### config.mk
export PLATFORM = sky130hd
export DESIGN_NAME = aud_clk_ctrl
export DESIGN_NICKNAME = d
export VERILOG_FILES = /design/src/rtl/aud_clk_pkg.sv /design/src/rtl/aud_cfg_ctrl.sv /design/src/rtl/aud_mclk_div.sv /design/src/rtl/aud_edge_strobe.sv /design/src/rtl/aud_clk_ctrl.sv
export SDC_FILE = /design/constraint.sdc
export NUM_CORES = 1
export LEC_CHECK = 0
export BUFFER_PORTS_ARGS = -buffer_cell sky130_fd_sc_hd__clkbuf_2
export CAP_MARGIN = 25
export CORE_ASPECT_RATIO = 0.8
export CORE_UTILIZATION = 40
export DETAILED_ROUTE_END_ITERATION = 10
export PLACE_DENSITY = 0.72
export RECOVER_POWER = 100
export SLEW_MARGIN = 10
export SYNTH_ARGS = -nofsm -noshare
export SYNTH_HDL_FRONTEND = slang
export SYNTH_SLANG_ARGS = --single-unit
### constraint.sdc
create_clock -name clk -period 2.5 [get_ports clk]
set_clock_uncertainty 0.05 [all_clocks]
set_input_delay 0.125 -clock clk [delete_from_list [all_inputs] [get_ports clk]]
set_output_delay 0.125 -clock clk [all_outputs]
set_load 0.005 [all_outputs]
### src/rtl/aud_clk_pkg.sv
package aud_clk_pkg;

  typedef enum logic [1:0] {
    WLEN_16 = 2'd0,
    WLEN_20 = 2'd1,
    WLEN_24 = 2'd2,
    WLEN_32 = 2'd3
  } wlen_e;

  typedef struct packed {
    logic master;
    logic r256;
    logic dsp;
  } clkcfg_t;

  // DSP format at the low ratio cannot carry words longer than 16 bits.
  function automatic logic cfg_illegal(input logic dsp, input logic r256,
                                       input logic [1:0] wlen);
    return dsp & ~r256 & (wlen != WLEN_16);
  endfunction

endpackage

### src/rtl/aud_cfg_ctrl.sv
module aud_cfg_ctrl
  import aud_clk_pkg::*;
(
  input  logic       clk,
  input  logic       rst,
  input  logic       req_master,
  input  logic       req_r256,
  input  logic       req_dsp,
  input  logic [1:0] req_wlen,
  output clkcfg_t    act_q,
  output logic       restart_q,
  output logic       err_q
);

  clkcfg_t req;
  logic    bad;

  always_comb begin
    req.master = req_master;
    req.r256   = req_r256;
    req.dsp    = req_dsp;
    bad        = cfg_illegal(req_dsp, req_r256, req_wlen);
  end

  always_ff @(posedge clk) begin
    if (rst) begin
      act_q     <= '{master: 1'b0, r256: 1'b1, dsp: 1'b0};
      restart_q <= 1'b0;
      err_q     <= 1'b0;
    end else begin
      err_q     <= bad;
      restart_q <= 1'b0;
      if (!bad && req != act_q) begin
        act_q     <= req;
        restart_q <= 1'b1;
      end
    end
  end

  // a refused request leaves the active clocking as it was
  p_illegal_hold_r8: assert property (@(posedge clk) disable iff (rst)
    bad |=> (act_q == $past(act_q)));

  // a refused request raises the error flag
  p_err_flag_r8: assert property (@(posedge clk) disable iff (rst)
    bad |=> err_q);

endmodule

### src/rtl/aud_mclk_div.sv
module aud_mclk_div
  import aud_clk_pkg::*;
#(
  parameter int BASE_RATIO = 128
)(
  input  logic    clk,
  input  logic    rst,
  input  logic    pdn,
  input  logic    restart,
  input  clkcfg_t cfg,
  output logic    bclk_q,
  output logic    lr_q
);

  // clk runs at 2x MCLK, so one frame is 2*ratio clk cycles
  localparam int PLO = 2 * BASE_RATIO;
  localparam int PHI = 4 * BASE_RATIO;
  localparam int PW  = $clog2(PHI);
  localparam logic [PW-1:0] LAST_LO = PW'(PLO - 1);
  localparam logic [PW-1:0] LAST_HI = PW'(PHI - 1);
  localparam logic [PW-1:0] HALF_LO = PW'(PLO / 2);
  localparam logic [PW-1:0] HALF_HI = PW'(PHI / 2);

  logic [PW-1:0] phase_q, phase_nxt, last;
  logic [1:0]    shift;
  logic          hold, bclk_nxt, lr_nxt, clr_q;

  always_comb begin
    last      = cfg.r256 ? LAST_HI : LAST_LO;
    // half bit period = 2**shift clk cycles
    shift     = cfg.dsp ? 2'd0 : (cfg.r256 ? 2'd2 : 2'd1);
    phase_nxt = (phase_q == last) ? '0 : phase_q + PW'(1);
    bclk_nxt  = phase_nxt[shift];
    if (cfg.dsp)
      lr_nxt = phase_nxt < (PW'(2) << shift);
    else
      lr_nxt = phase_nxt < (cfg.r256 ? HALF_HI : HALF_LO);
    hold      = pdn | restart | ~cfg.master;
  end

  always_ff @(posedge clk) begin
    if (rst || hold) begin
      // park on the last phase so the next step opens a fresh frame
      phase_q <= last;
      bclk_q  <= 1'b0;
      lr_q    <= 1'b0;
      clr_q   <= 1'b1;
    end else begin
      phase_q <= phase_nxt;
      bclk_q  <= bclk_nxt;
      lr_q    <= lr_nxt;
      clr_q   <= 1'b0;
    end
  end

  // held dividers keep both clocks low
  p_idle_low_r9: assert property (@(posedge clk) disable iff (rst)
    hold |=> (!bclk_q && !lr_q));

  // a running frame clock only moves with a falling bit clock
  p_lr_on_fall_r10: assert property (@(posedge clk) disable iff (rst)
    (!clr_q && !$past(clr_q) && (lr_q != $past(lr_q))) |-> (!bclk_q && $past(bclk_q)));

endmodule

### src/rtl/aud_edge_strobe.sv
module aud_edge_strobe #(
  parameter int SYNC = 2
)(
  input  logic clk,
  input  logic rst,
  input  logic pdn,
  input  logic use_ext,
  input  logic ext_bclk,
  input  logic ext_lr,
  input  logic int_bclk,
  input  logic int_lr,
  input  logic rx_inv,
  input  logic tx_inv,
  output logic rx_q,
  output logic tx_q,
  output logic fs_q
);

  logic [SYNC-1:0] b_sync, l_sync;

  generate
    if (SYNC == 1) begin : g_one
      always_ff @(posedge clk) begin
        if (rst) begin
          b_sync <= '0;
          l_sync <= '0;
        end else begin
          b_sync <= ext_bclk;
          l_sync <= ext_lr;
        end
      end
    end else begin : g_chain
      always_ff @(posedge clk) begin
        if (rst) begin
          b_sync <= '0;
          l_sync <= '0;
        end else begin
          b_sync <= {b_sync[SYNC-2:0], ext_bclk};
          l_sync <= {l_sync[SYNC-2:0], ext_lr};
        end
      end
    end
  endgenerate

  logic cur_b, cur_l, prev_b, lr_smp_q;
  logic rise, fall, rx_hit, tx_hit;

  always_comb begin
    cur_b  = use_ext ? b_sync[SYNC-1] : int_bclk;
    cur_l  = use_ext ? l_sync[SYNC-1] : int_lr;
    rise   = cur_b & ~prev_b;
    fall   = ~cur_b & prev_b;
    rx_hit = rx_inv ? fall : rise;
    tx_hit = tx_inv ? rise : fall;
  end

  always_ff @(posedge clk) begin
    if (rst) begin
      prev_b   <= 1'b0;
      lr_smp_q <= 1'b0;
      rx_q     <= 1'b0;
      tx_q     <= 1'b0;
      fs_q     <= 1'b0;
    end else begin
      prev_b <= cur_b;
      if (rx_hit) lr_smp_q <= cur_l;
      rx_q <= rx_hit & ~pdn;
      tx_q <= tx_hit & ~pdn;
      fs_q <= rx_hit & cur_l & ~lr_smp_q & ~pdn;
    end
  end

  // power-down silences every strobe
  p_no_strobe_pdn_r9: assert property (@(posedge clk) disable iff (rst)
    pdn |=> (!rx_q && !tx_q && !fs_q));

  // with equal polarity the two sides never fire on one edge
  p_sides_split_r3: assert property (@(posedge clk) disable iff (rst)
    (rx_q && tx_q) |-> ($past(rx_inv) != $past(tx_inv)));

  // a frame start is always a receive sampling point
  p_fs_with_rx_r12: assert property (@(posedge clk) disable iff (rst)
    fs_q |-> rx_q);

endmodule

### src/rtl/aud_clk_ctrl.sv
module aud_clk_ctrl
  import aud_clk_pkg::*;
#(
  parameter int BASE_RATIO  = 128,
  parameter int SYNC_STAGES = 2
)(
  input  logic       clk,
  input  logic       rst,
  input  logic       cfg_master,
  input  logic       cfg_ratio256,
  input  logic       cfg_dsp,
  input  logic [1:0] cfg_wlen,
  input  logic       pdn,
  input  logic       rx_bclk_inv,
  input  logic       tx_bclk_inv,
  input  logic       bclk_in,
  input  logic       lrclk_in,
  output logic       bclk_out,
  output logic       lrclk_out,
  output logic       clk_oe,
  output logic       cfg_err,
  output logic       rx_sample,
  output logic       tx_launch,
  output logic       frame_start
);

  clkcfg_t act;
  logic    restart, int_bclk, int_lr, oe_q;

  aud_cfg_ctrl u_cfg (
    .clk        (clk),
    .rst        (rst),
    .req_master (cfg_master),
    .req_r256   (cfg_ratio256),
    .req_dsp    (cfg_dsp),
    .req_wlen   (cfg_wlen),
    .act_q      (act),
    .restart_q  (restart),
    .err_q      (cfg_err)
  );

  aud_mclk_div #(.BASE_RATIO(BASE_RATIO)) u_div (
    .clk     (clk),
    .rst     (rst),
    .pdn     (pdn),
    .restart (restart),
    .cfg     (act),
    .bclk_q  (int_bclk),
    .lr_q    (int_lr)
  );

  aud_edge_strobe #(.SYNC(SYNC_STAGES)) u_edge (
    .clk      (clk),
    .rst      (rst),
    .pdn      (pdn),
    .use_ext  (~act.master),
    .ext_bclk (bclk_in),
    .ext_lr   (lrclk_in),
    .int_bclk (int_bclk),
    .int_lr   (int_lr),
    .rx_inv   (rx_bclk_inv),
    .tx_inv   (tx_bclk_inv),
    .rx_q     (rx_sample),
    .tx_q     (tx_launch),
    .fs_q     (frame_start)
  );

  always_ff @(posedge clk) begin
    if (rst) oe_q <= 1'b0;
    else     oe_q <= act.master & ~pdn;
  end

  assign bclk_out  = int_bclk;
  assign lrclk_out = int_lr;
  assign clk_oe    = oe_q;

  // pins not enabled one cycle on means clocks held low
  p_slave_quiet_r1: assert property (@(posedge clk) disable iff (rst)
    (!act.master || pdn) |=> ##1 !bclk_out);

endmodule

==> impl_results.md, run 1 <==
- Max-slew violation count: 0
- Post-CTS resize count: 0
- Initial core utilization: between 40% and 50%
- Capture point of the worst reg-to-reg path: u_div.lr_q$_SDFF_PP0_
- I/O pin count: 19
- Min cycle time layout: around 2200 ps
- EDFF count, synth: 0
- Gr usage total: 15.5%
- VDD IR max: just under 0.0004 V
- R2r setup slk: approximately 290 ps
- Dpl hpwl: between 1500 and 2000 µm
- Min-Delay Path Class: in2reg
- Layout cells sized above 1: between 10% and 20%
- Dominant synthesized flop cell: dfxtp_1
- Final hold vios: 0
- Post-synth cell types: 35
- CTS Sinks: 26
- Final TNS setup: 0 ps
- CORE AREA: 2770 µm²
- CP Capture Type: register
- Fillers: ~270
- Final-report setup violation count: 0
- Hold path start: cfg_master
- Antenna violations before repair: 0
- Syn_nets: about 150
- Reg area: 520 µm²
- CP max stage cell: dfxtp_1
- Die Wd: 62.4 µm
- WL per Instance: around 11 µm
- Largest stage delay on the critical path: 410 ps
- Number of global-route vias before repair: between 800 and 900
- Worst-path clk slew: 120 ps
- CTS tree: built
- Initial drt markers: 10
- RSZ-0062 raised after global routing: false
- Crit path cell chain: ha_1, nand3_1, nor3_2, nor2b_1, ha_1, o211ai_1, nand2_1, nand2_1, nand4_1, o21ai_0
- R2R Path Start: u_div.phase_q[0]$_SDFF_PP1_
- CTS Buf Count: 3
- Peak Freq: 452 MHz
- Postcts setup bufs: 0
- Clock latency on the worst-skew pair: ~320 ps
- Area after DPL: between 1000 and 1500 µm²
- Most common cell after layout, fill and taps aside: dfxtp_1
- CP max FO: 7
- # hold bufs at CTS: 3
- Multi-input logic area: around 600 µm²
- Clock Path Buffers: 2
- Synth warnings: 0
- Global route overflow: 0
- Mapped Cells: 130
- Overall power: around 740 µW
- Vias per cell: between 4 and 5
- Kind of critical path: reg2reg
- DRT antenna net count: 0
- Antenna cells: 0
- Buf+Inv Stages, Crit Path: 0
- Initial DRT Pass Iterations: 4
- Vias: 944
- Ys async rst share: 0%
- Cell family with most CP delay: simple AND/OR/NAND/NOR gates
- Largest net degree at the start of global routing: 15
- CTS Root Cell: clkbuf_4
- Die ar.: about 3100 µm²
- Cell depth of the worst hold path: 3
- Die Height: approximately 50 µm
- Reg2Reg Depth: 10
- CTS H-Tree Depth: 1
- First-pass GRT wire length: roughly 3700 µm
- Final wirelength: 2160 µm
- Gp weighted congestion: 0.806
- Startpoint types: register
- Port buffer count: 18
- Post-route cell area: roughly 1300 µm²
- Rel. slew slack: roughly two thirds
- DRC errors left: 0
- WHS Endpoint: u_cfg.act_q[2]$_SDFFE_PP0P_
- Mapped cell area: ~1200 µm²
- Status: complete, no violations
- P_leak: between 0.6 and 0.7 nW
- Max-cap violations: 0
- Site Rows: 17
- Area grow syn2layout: 13.9%
- Syn Area/Cell: 8.99 µm²
- P per Cell Area: between 500 and 600 nW/µm²
- Sequential area share after synthesis: 44.5%
- Period utilization: between 80% and 90%
- Slew @ Worst Pin: a little over 500 ps
- Post-synthesis register bit count: 26
- Commonest non-fill, non-tap cells in the layout: 26 x dfxtp_1, 17 x nor2_1, 14 x nand2_1
- Req. time, crit path: about 2700 ps
- NumNets Final: roughly 170
- Arrival @ worst endpoint: between 2000 and 2500 ps
routing by layer:
metal,part of all wire [%],routed length [µm],up-vias,global-route usage (%)
li1,-,-,485,-
met3,4.2,91,5,4.09
met2,43,923,20,23.4
met1,52,1120,434,20.8
met5,0,0,-,0
met4,1.3,29,0,6.59
registers in the layout (all words and copies together), names as in the netlist:
name / cells
u_edge.l_sync: 2
clk_oe: 1
u_edge.tx_q: 1
u_edge.rx_q: 1
u_cfg.act_q: 3
u_div.phase_q: 9
u_edge.fs_q: 1
u_edge.lr_smp_q: 1
u_edge.b_sync: 2
u_cfg.restart_q: 1
u_edge.prev_b: 1
u_div.bclk_q: 1
u_cfg.err_q: 1
u_div.lr_q: 1
synth_stat cells, types with 2 or more instances:
cell type  count  area [µm²]
nand2_1       14        52.6
nand3_1        5        25.0
mux2i_1        3        30.0
nand4_1        2        12.5
xor2_1         2        17.5
nor3_1         2        10.0
nor2_1        17        63.8
nand2b_1       2        12.5
ha_1           6        75.1
nor2b_1        5        31.3
o211ai_1       3        22.5
inv_1          5        18.8
xnor2_1        7        61.3
dfxtp_1       26         521
a21oi_1        6        30.0
o21ai_0        6        30.0
area by class of cell:
type                            count  share of cell area [%]
Sequential cell                    26                    39.1
Timing Repair Buffer               22                    9.12
Tap cell                           38                    3.57
Multi-Input combinational cell     96                    45.1
Inverter                            5                    1.41
Clock buffer                        3                    1.69
cell families (layout without fill, tap and decap cells):
group | Yosys count | count (layout) | synth area share (%)
compound gates | 21 | 21 | 11.2
xor+xnor | 9 | 9 | 6.75
other cells | 1 | 1 | 0.321
buf+inv | 8 | 30 | 3.32
mux | 4 | 4 | 3.53
flops | 26 | 26 | 44.5
simple gates | 55 | 55 | 23.9
fa+ha+maj | 6 | 6 | 6.42
where the power goes:
part	internal [mW]	total, mW	switching [mW]
clock	0.0565	0.170	0.113
combinational	0.0574	0.130	0.0725
sequential	0.430	0.445	0.0147
total	0.544	0.745	0.200
metrics by stage:
stage,setup slack (ps),hold WS [ps],utilization [%],instances
after CTS,301,23.5,48.7,190
after floorplan,561,147,-,130
after global placement,440,292,46.8,184
final,288,29.9,48.1,190
after global routing,98.9,46.1,48.1,190
after detailed placement,327,294,46.8,184
how the worst max path moves through the flow:
stage / depth (start not counted) / end / slack (ps) / from
6_report: 10 / u_div.lr_q$_SDFF_PP0_ / 290 / u_div.phase_q[0]$_SDFF_PP1_
5_1_grt: 10 / u_div.lr_q$_SDFF_PP0_ / 100 / u_div.phase_q[0]$_SDFF_PP1_
4_1_cts: 10 / u_div.lr_q$_SDFF_PP0_ / 300 / u_div.phase_q[0]$_SDFF_PP1_
3_5_place_dp: 10 / u_div.lr_q$_SDFF_PP0_ / 330 / u_div.phase_q[0]$_SDFF_PP1_
3_3_place_gp: 10 / u_div.lr_q$_SDFF_PP0_ / 440 / u_cfg.act_q[1]$_SDFFE_PP1P_
2_1_floorplan: 10 / u_div.lr_q$_SDFF_PP0_ / 560 / u_div.phase_q[0]$_SDFF_PP1_
worst reg2reg max path: stages (launching register included):
cell and delay [ps]:
dfxtp_1 410, ha_1 250, nand3_1 170, nor3_2 330, nor2b_1 110, ha_1 300, o211ai_1 170, nand2_1 70
nand2_1 60, nand4_1 70, o21ai_0 160
No activity file was read; power rests on OpenSTA's default activity.
==> run 2, diff against run 1 <==
PLACE_DENSITY = unset   (was 0.72)
PLACE_DENSITY_LB_ADDON = 0.12   (was unset)
==> impl_results.md, run 2 (synthesis gave the netlist of run 1 again) <==
- Status: complete, no violations
- Hold slack: 23.5 ps (-6.45 ps)
- Initial drt markers: 41 (+31)
- Die ar.: 3140 µm² (unchanged)
- Max reg flops: 9 (unchanged)
- Startpoint types: register
- RSZ-0062 raised after global routing: false
- Commonest non-fill, non-tap cells in the layout: 26 x dfxtp_1, 17 x nor2_1, 17 x clkbuf_2
- Clock latency on the worst-skew pair: 310 ps (about the same)
- Most common cell after layout, fill and taps aside: dfxtp_1
- Arrival @ worst endpoint: 2430 ps (about the same)
- Crit path cell chain: ha_1, nand3_1, nor3_2, nor2b_1, ha_1, o211ai_1, nand2_1, nand2_1, nand4_1, o21ai_0
- Min cycle time layout: 2230 ps (+20.5 ps)
- Vias per cell: 4.81 (-3.3%)
- WL per Instance: 11.1 µm (-2.6%)
- CP Capture Type: register
- R2r setup slk: 270 ps (-20 ps)
- Site Rows: 17 (unchanged)
- P_leak: 0.625 nW (+2.6%)
- Period utilization: 89.3% (+0.82 points)
- M1 wire length: 1130 µm (+1.3%)
- Top flop regs: u_div.phase_q x9, u_cfg.act_q x3
- Initial DRT Pass Iterations: 4 (unchanged)
- Gp weighted congestion: 0.783 (-2.9%)
- Global route overflow: 0 (unchanged)
- Largest stage delay on the critical path: 420 ps (about the same)
- CTS Buf Count: 3 (unchanged)
- Kind of critical path: reg2reg
- NumNets Final: 173 (+0.58%)
- P per Cell Area: 550 nW/µm² (-1.7%)
- First-pass GRT wire length: 3650 µm (-1.9%)
- Layout cells sized above 1: 17.0% (+3.2 points)
- Vias: 918 (-2.8%)
- Top sig layer: met4
- CTS Root Cell: clkbuf_4
- Req. time, crit path: 2700 ps (about the same)
- Initial core utilization: 42.3% (unchanged)
- Gr usage total: 14.6% (-0.83 points)
- Finished Core Util: 48.7% (+0.54 points)
- Antenna violations before repair: 0 (unchanged)
- Final-report setup violation count: 0 (unchanged)
- Met3 routed WL: 82 µm (-9.9%)
- CP max FO: 7 (unchanged)
- Clock Path Buffers: 2 (unchanged)
- Peak Freq: 448 MHz (-0.92%)
- Dpl hpwl: 1600 µm (-4.6%)
- CTS H-Tree Depth: 1 (unchanged)
- VDD IR max: 0.000233 V (-40%)
- Biggest register: u_div.phase_q
- Max-cap violations: 0 (unchanged)
- Max-slew violation count: 0 (unchanged)
- Number of global-route vias before repair: 808 (-8.2%)
- Die Wd: 62.4 µm (unchanged)
- Final wirelength: 2120 µm (-2.1%)
- Worst-path clk slew: 120 ps (about the same)
- DRT antenna net count: 0 (unchanged)
- I/O pin count: 19 (unchanged)
- Largest net degree at the start of global routing: 15 (unchanged)
- CORE AREA: 2770 µm² (unchanged)
- Final hold vios: 0 (unchanged)
- Port buffer count: 18 (unchanged)
- Post-CTS resize count: 0 (unchanged)
- Die Height: 50.3 µm (unchanged)
- CP max stage cell: dfxtp_1
- Final TNS setup: 0 ps (unchanged)
- CTS Sinks: 26 (unchanged)
- Area grow syn2layout: 15.2%
- CTS tree: built
- DRC errors left: 0 (unchanged)
- DR WL met2: 890 µm (-3.6%)
- Min-Delay Path Class: in2reg
- Antenna cells: 0 (unchanged)
- Fillers: 281 (+2.9%)
-- run 2: cell count changes in the layout (fill, tap and decap cells not counted), sizes merged --
cell | previous run | this run
buf | 2 | 1
clkbuf | 20 | 22
-- run 2: area by class of cell --
cell class | count | area, µm² | share of cell area (%)
multi-input cells | 96 | 607 | 45.1
well taps | 38 | 47.5 | 3.53
inverters | 5 | 18.8 | 1.39
flip-flops and latches | 26 | 520 | 38.7
repair buffers | 23 | 130 | 9.67
clock buffers | 3 | 22.5 | 1.67
-- run 2: worst paths after layout --
check                                endpoint  cells past startpoint                   startpoint
setup / recovery        u_div.lr_q$_SDFF_PP0_                     10  u_div.phase_q[0]$_SDFF_PP1_
hold / removal    u_cfg.act_q[2]$_SDFFE_PP0P_                      3                   cfg_master
setup reg to reg        u_div.lr_q$_SDFF_PP0_                     10  u_div.phase_q[0]$_SDFF_PP1_
hold reg to reg   u_edge.b_sync[1]$_SDFF_PP0_                      1  u_edge.b_sync[0]$_SDFF_PP0_
-- run 2: worst max-delay path, delay by kind of cell (launching register included) --
family	cells	cell delay [ps]
AO/OA/AOI/OAI	2	320
adder cells (fa/ha/maj)	2	560
flip-flops	1	420
AND/OR/NAND/NOR	6	810
-- run 2: where the power goes --
group          total, mW  internal, mW  switching [mW]
Clock              0.165        0.0563           0.109
Combinational      0.129        0.0586          0.0708
Sequential         0.445         0.430          0.0152
Total              0.740         0.545           0.195
-- run 2: timing repair --
action | 4_1_cts | 5_1_grt
hold buffers | 3 | 0
endpoints found under the hold margin | 3 | 0
buffers inserted | 0 | 0
-- run 2: per-stage QoR --
step / cell area, µm² / power, mW / cells / setup slack (ps)
2_1_floorplan: 1170 / 0.546 / 130 / 561
3_3_place_gp: 1300 / 0.583 / 185 / 422
3_5_place_dp: 1300 / 0.584 / 185 / 346
4_1_cts: 1350 / 0.756 / 191 / 301
5_1_grt: 1350 / 0.787 / 191 / 96.2
6_report: 1350 / 0.740 / 191 / 267
-- run 2: metal layers --
layer / track usage (%) / vias up
li1: - / 490
met1: 20.3 / 411
met2: 22.5 / 15
met3: 4.77 / 2
met4: 2.33 / 0
met5: 0 / -
==> run 3, diff against run 2 <==
PLACE_DENSITY = 0.62   (was unset)
PLACE_DENSITY_LB_ADDON = unset   (was 0.12)
clock period = 2.8 ns   (was 2.5 ns; I/O delays follow)
==> impl_results.md, run 3 (synthesis gave the netlist of run 1 again) <==
- Status: complete, no violations
- Capture point of the worst reg-to-reg path: u_div.lr_q$_SDFF_PP0_
- Period utilization: 81.8% (-7.5 points)
- Startpoint types: register
- CORE AREA: 2770 µm² (unchanged)
- CTS H-Tree Depth: 1 (unchanged)
- CTS Buf Count: 3 (unchanged)
- Largest net degree at the start of global routing: 16 (+1)
- Setup WS pre-CTS: 577 ps (+232 ps)
- Gp weighted congestion: 0.803 (+2.6%)
- CTS Sinks: 26 (unchanged)
- Initial core utilization: 42.3% (unchanged)
- Cell depth of the worst hold path: 3 (unchanged)
- DRT antenna net count: 0 (unchanged)
- I/O pin count: 19 (unchanged)
- P per Cell Area: 561 nW/µm² (+2.0%)
- DRC errors left: 0 (unchanged)
- Dpl hpwl: 1630 µm (+2.0%)
- Gate power share: 14.9% (-2.6 points)
- Hold path start: cfg_master
- Antenna cells: 0 (unchanged)
- Post-route setup slack: 510 ps (+243 ps)
- Final wirelength: 2170 µm (+2.4%)
- CP max FO: 7 (unchanged)
- First-pass GRT wire length: 3840 µm (+5.1%)
- Vias per cell: 4.84 (+0.65%)
- Clock Path Buffers: 2 (unchanged)
- Final hold vios: 0 (unchanged)
- WHS Endpoint: u_cfg.act_q[2]$_SDFFE_PP0P_
- Max-slew violation count: 0 (unchanged)
- Site Rows: 17 (unchanged)
- Gr usage total: 15.8% (+1.2 points)
- Layout cells sized above 1: 15.7% (-1.3 points)
- CP Capture Type: register
- NumNets Final: 172 (-0.58%)
- P_leak: 0.628 nW (+0.42%)
- Arrival @ worst endpoint: 2490 ps (+60 ps)
- Post-CTS resize count: 0 (unchanged)
- Number of global-route vias before repair: 864 (+6.9%)
- Kind of critical path: reg2reg
- Initial drt markers: 46 (+12%)
- CTS tree: built
- Peak Freq: 437 MHz (-2.5%)
- # hold bufs at CTS: 3 (unchanged)
- Biggest register: u_div.phase_q
- Max-cap violations: 0 (unchanged)
- Commonest non-fill, non-tap cells in the layout: 26 x dfxtp_1, 17 x nor2_1, 14 x nand2_1, 14 x clkbuf_2, 7 x xnor2_1
- Min cycle time layout: 2290 ps (+57.0 ps)
- Clock share of power: 33.3% (+11 points)
- Final-report setup violation count: 0 (unchanged)
- Die Height: 50.3 µm (unchanged)
- R2R Path Start: u_div.phase_q[0]$_SDFF_PP1_
- Final TNS setup: 0 ps (unchanged)
- Req. time, crit path: 3000 ps (+300 ps)
- Hold slack: 33.5 ps (+10.0 ps)
- Most common cell after layout, fill and taps aside: dfxtp_1
- Sw frac: 24.4% (-2.0 points)
- Initial DRT Pass Iterations: 4 (unchanged)
- R2r setup slk: 510 ps (+240 ps)
- Die ar.: 3140 µm² (unchanged)
- Crit path from: u_div.phase_q[0]$_SDFF_PP1_
- Pint: 580 µW (+6.5%)
- Port buffer count: 18 (unchanged)
- Max reg flops: 9 (unchanged)
- Register share of total power: 51.8% (-8.4 points)
- Min-Delay Path Class: in2reg
- Clock latency on the worst-skew pair: 320 ps (about the same)
- Die Wd: 62.4 µm (unchanged)
- Global route overflow: 0 (unchanged)
- Area grow syn2layout: 17.1%
- CTS Root Cell: clkbuf_4
- WL per Instance: 11.3 µm (+2.4%)
- VDD IR max: 0.000320 V (+37%)
- Postcts setup bufs: 0 (unchanged)
- Worst-path clk slew: 140 ps (+20 ps)
- Antenna violations before repair: 0 (unchanged)
- Top flop regs: u_div.phase_q x9, u_cfg.act_q x3
- Reg2Reg Depth: 10 (unchanged)
- Overall power: 768 µW (+3.7%)
- RSZ-0062 raised after global routing: false
- Vias: 924 (+0.65%)
- P_sw: 187 µW (-4.1%)
## run 3: how the worst max path moves through the flow
stage | to | slack, ps | depth (start not counted)
2_1_floorplan | u_div.lr_q$_SDFF_PP0_ | 860 | 10
3_3_place_gp | u_div.lr_q$_SDFF_PP0_ | 710 | 10
3_5_place_dp | u_div.lr_q$_SDFF_PP0_ | 580 | 10
4_1_cts | u_div.lr_q$_SDFF_PP0_ | 510 | 10
5_1_grt | u_div.lr_q$_SDFF_PP0_ | 260 | 10
6_report | u_div.lr_q$_SDFF_PP0_ | 510 | 10
## run 3: critical path, stage by stage, from the launching register on
cell and delay (ps):
dfxtp_1 430, ha_1 250, nand3_1 150, nor3_2 330
nor2b_1 120, ha_1 300, o211ai_1 170, nand2_1 70
nand2_1 70, nand4_1 70, o21ai_0 200
## run 3: cell type report
cell class	count	area [µm²]
flip-flops and latches	26	520
fillers	281	1400
multi-input cells	96	607
well taps	38	47.5
clock inverters	1	30.0
inverters	5	18.8
repair buffers	22	123
clock buffers	3	22.5
## run 3: per-layer routing
metal,GRT usage [%],wire length [µm]
met4,4.65,17
met1,20.3,1070
met2,26.1,998
met3,4.32,81
met5,0,0
## run 3: through the flow
step                utilization, %  area (µm²)  instances
detailed placement            46.8        1290        184
CTS                           49.8        1380        191
global placement              46.8        1290        184
finish                        49.5        1370        191
floorplan                        -        1170        130
global route                  49.5        1370        191
## run 3: power by group through the flow
stage | Clock [mW] | Combinational (mW) | Sequential [mW]
after floorplan | 0 | 0.0870 | 0.401
after global placement | 0 | 0.109 | 0.405
after detailed placement | 0 | 0.112 | 0.406
after CTS | 0.263 | 0.116 | 0.398
after global routing | 0.279 | 0.132 | 0.400
final | 0.255 | 0.115 | 0.398
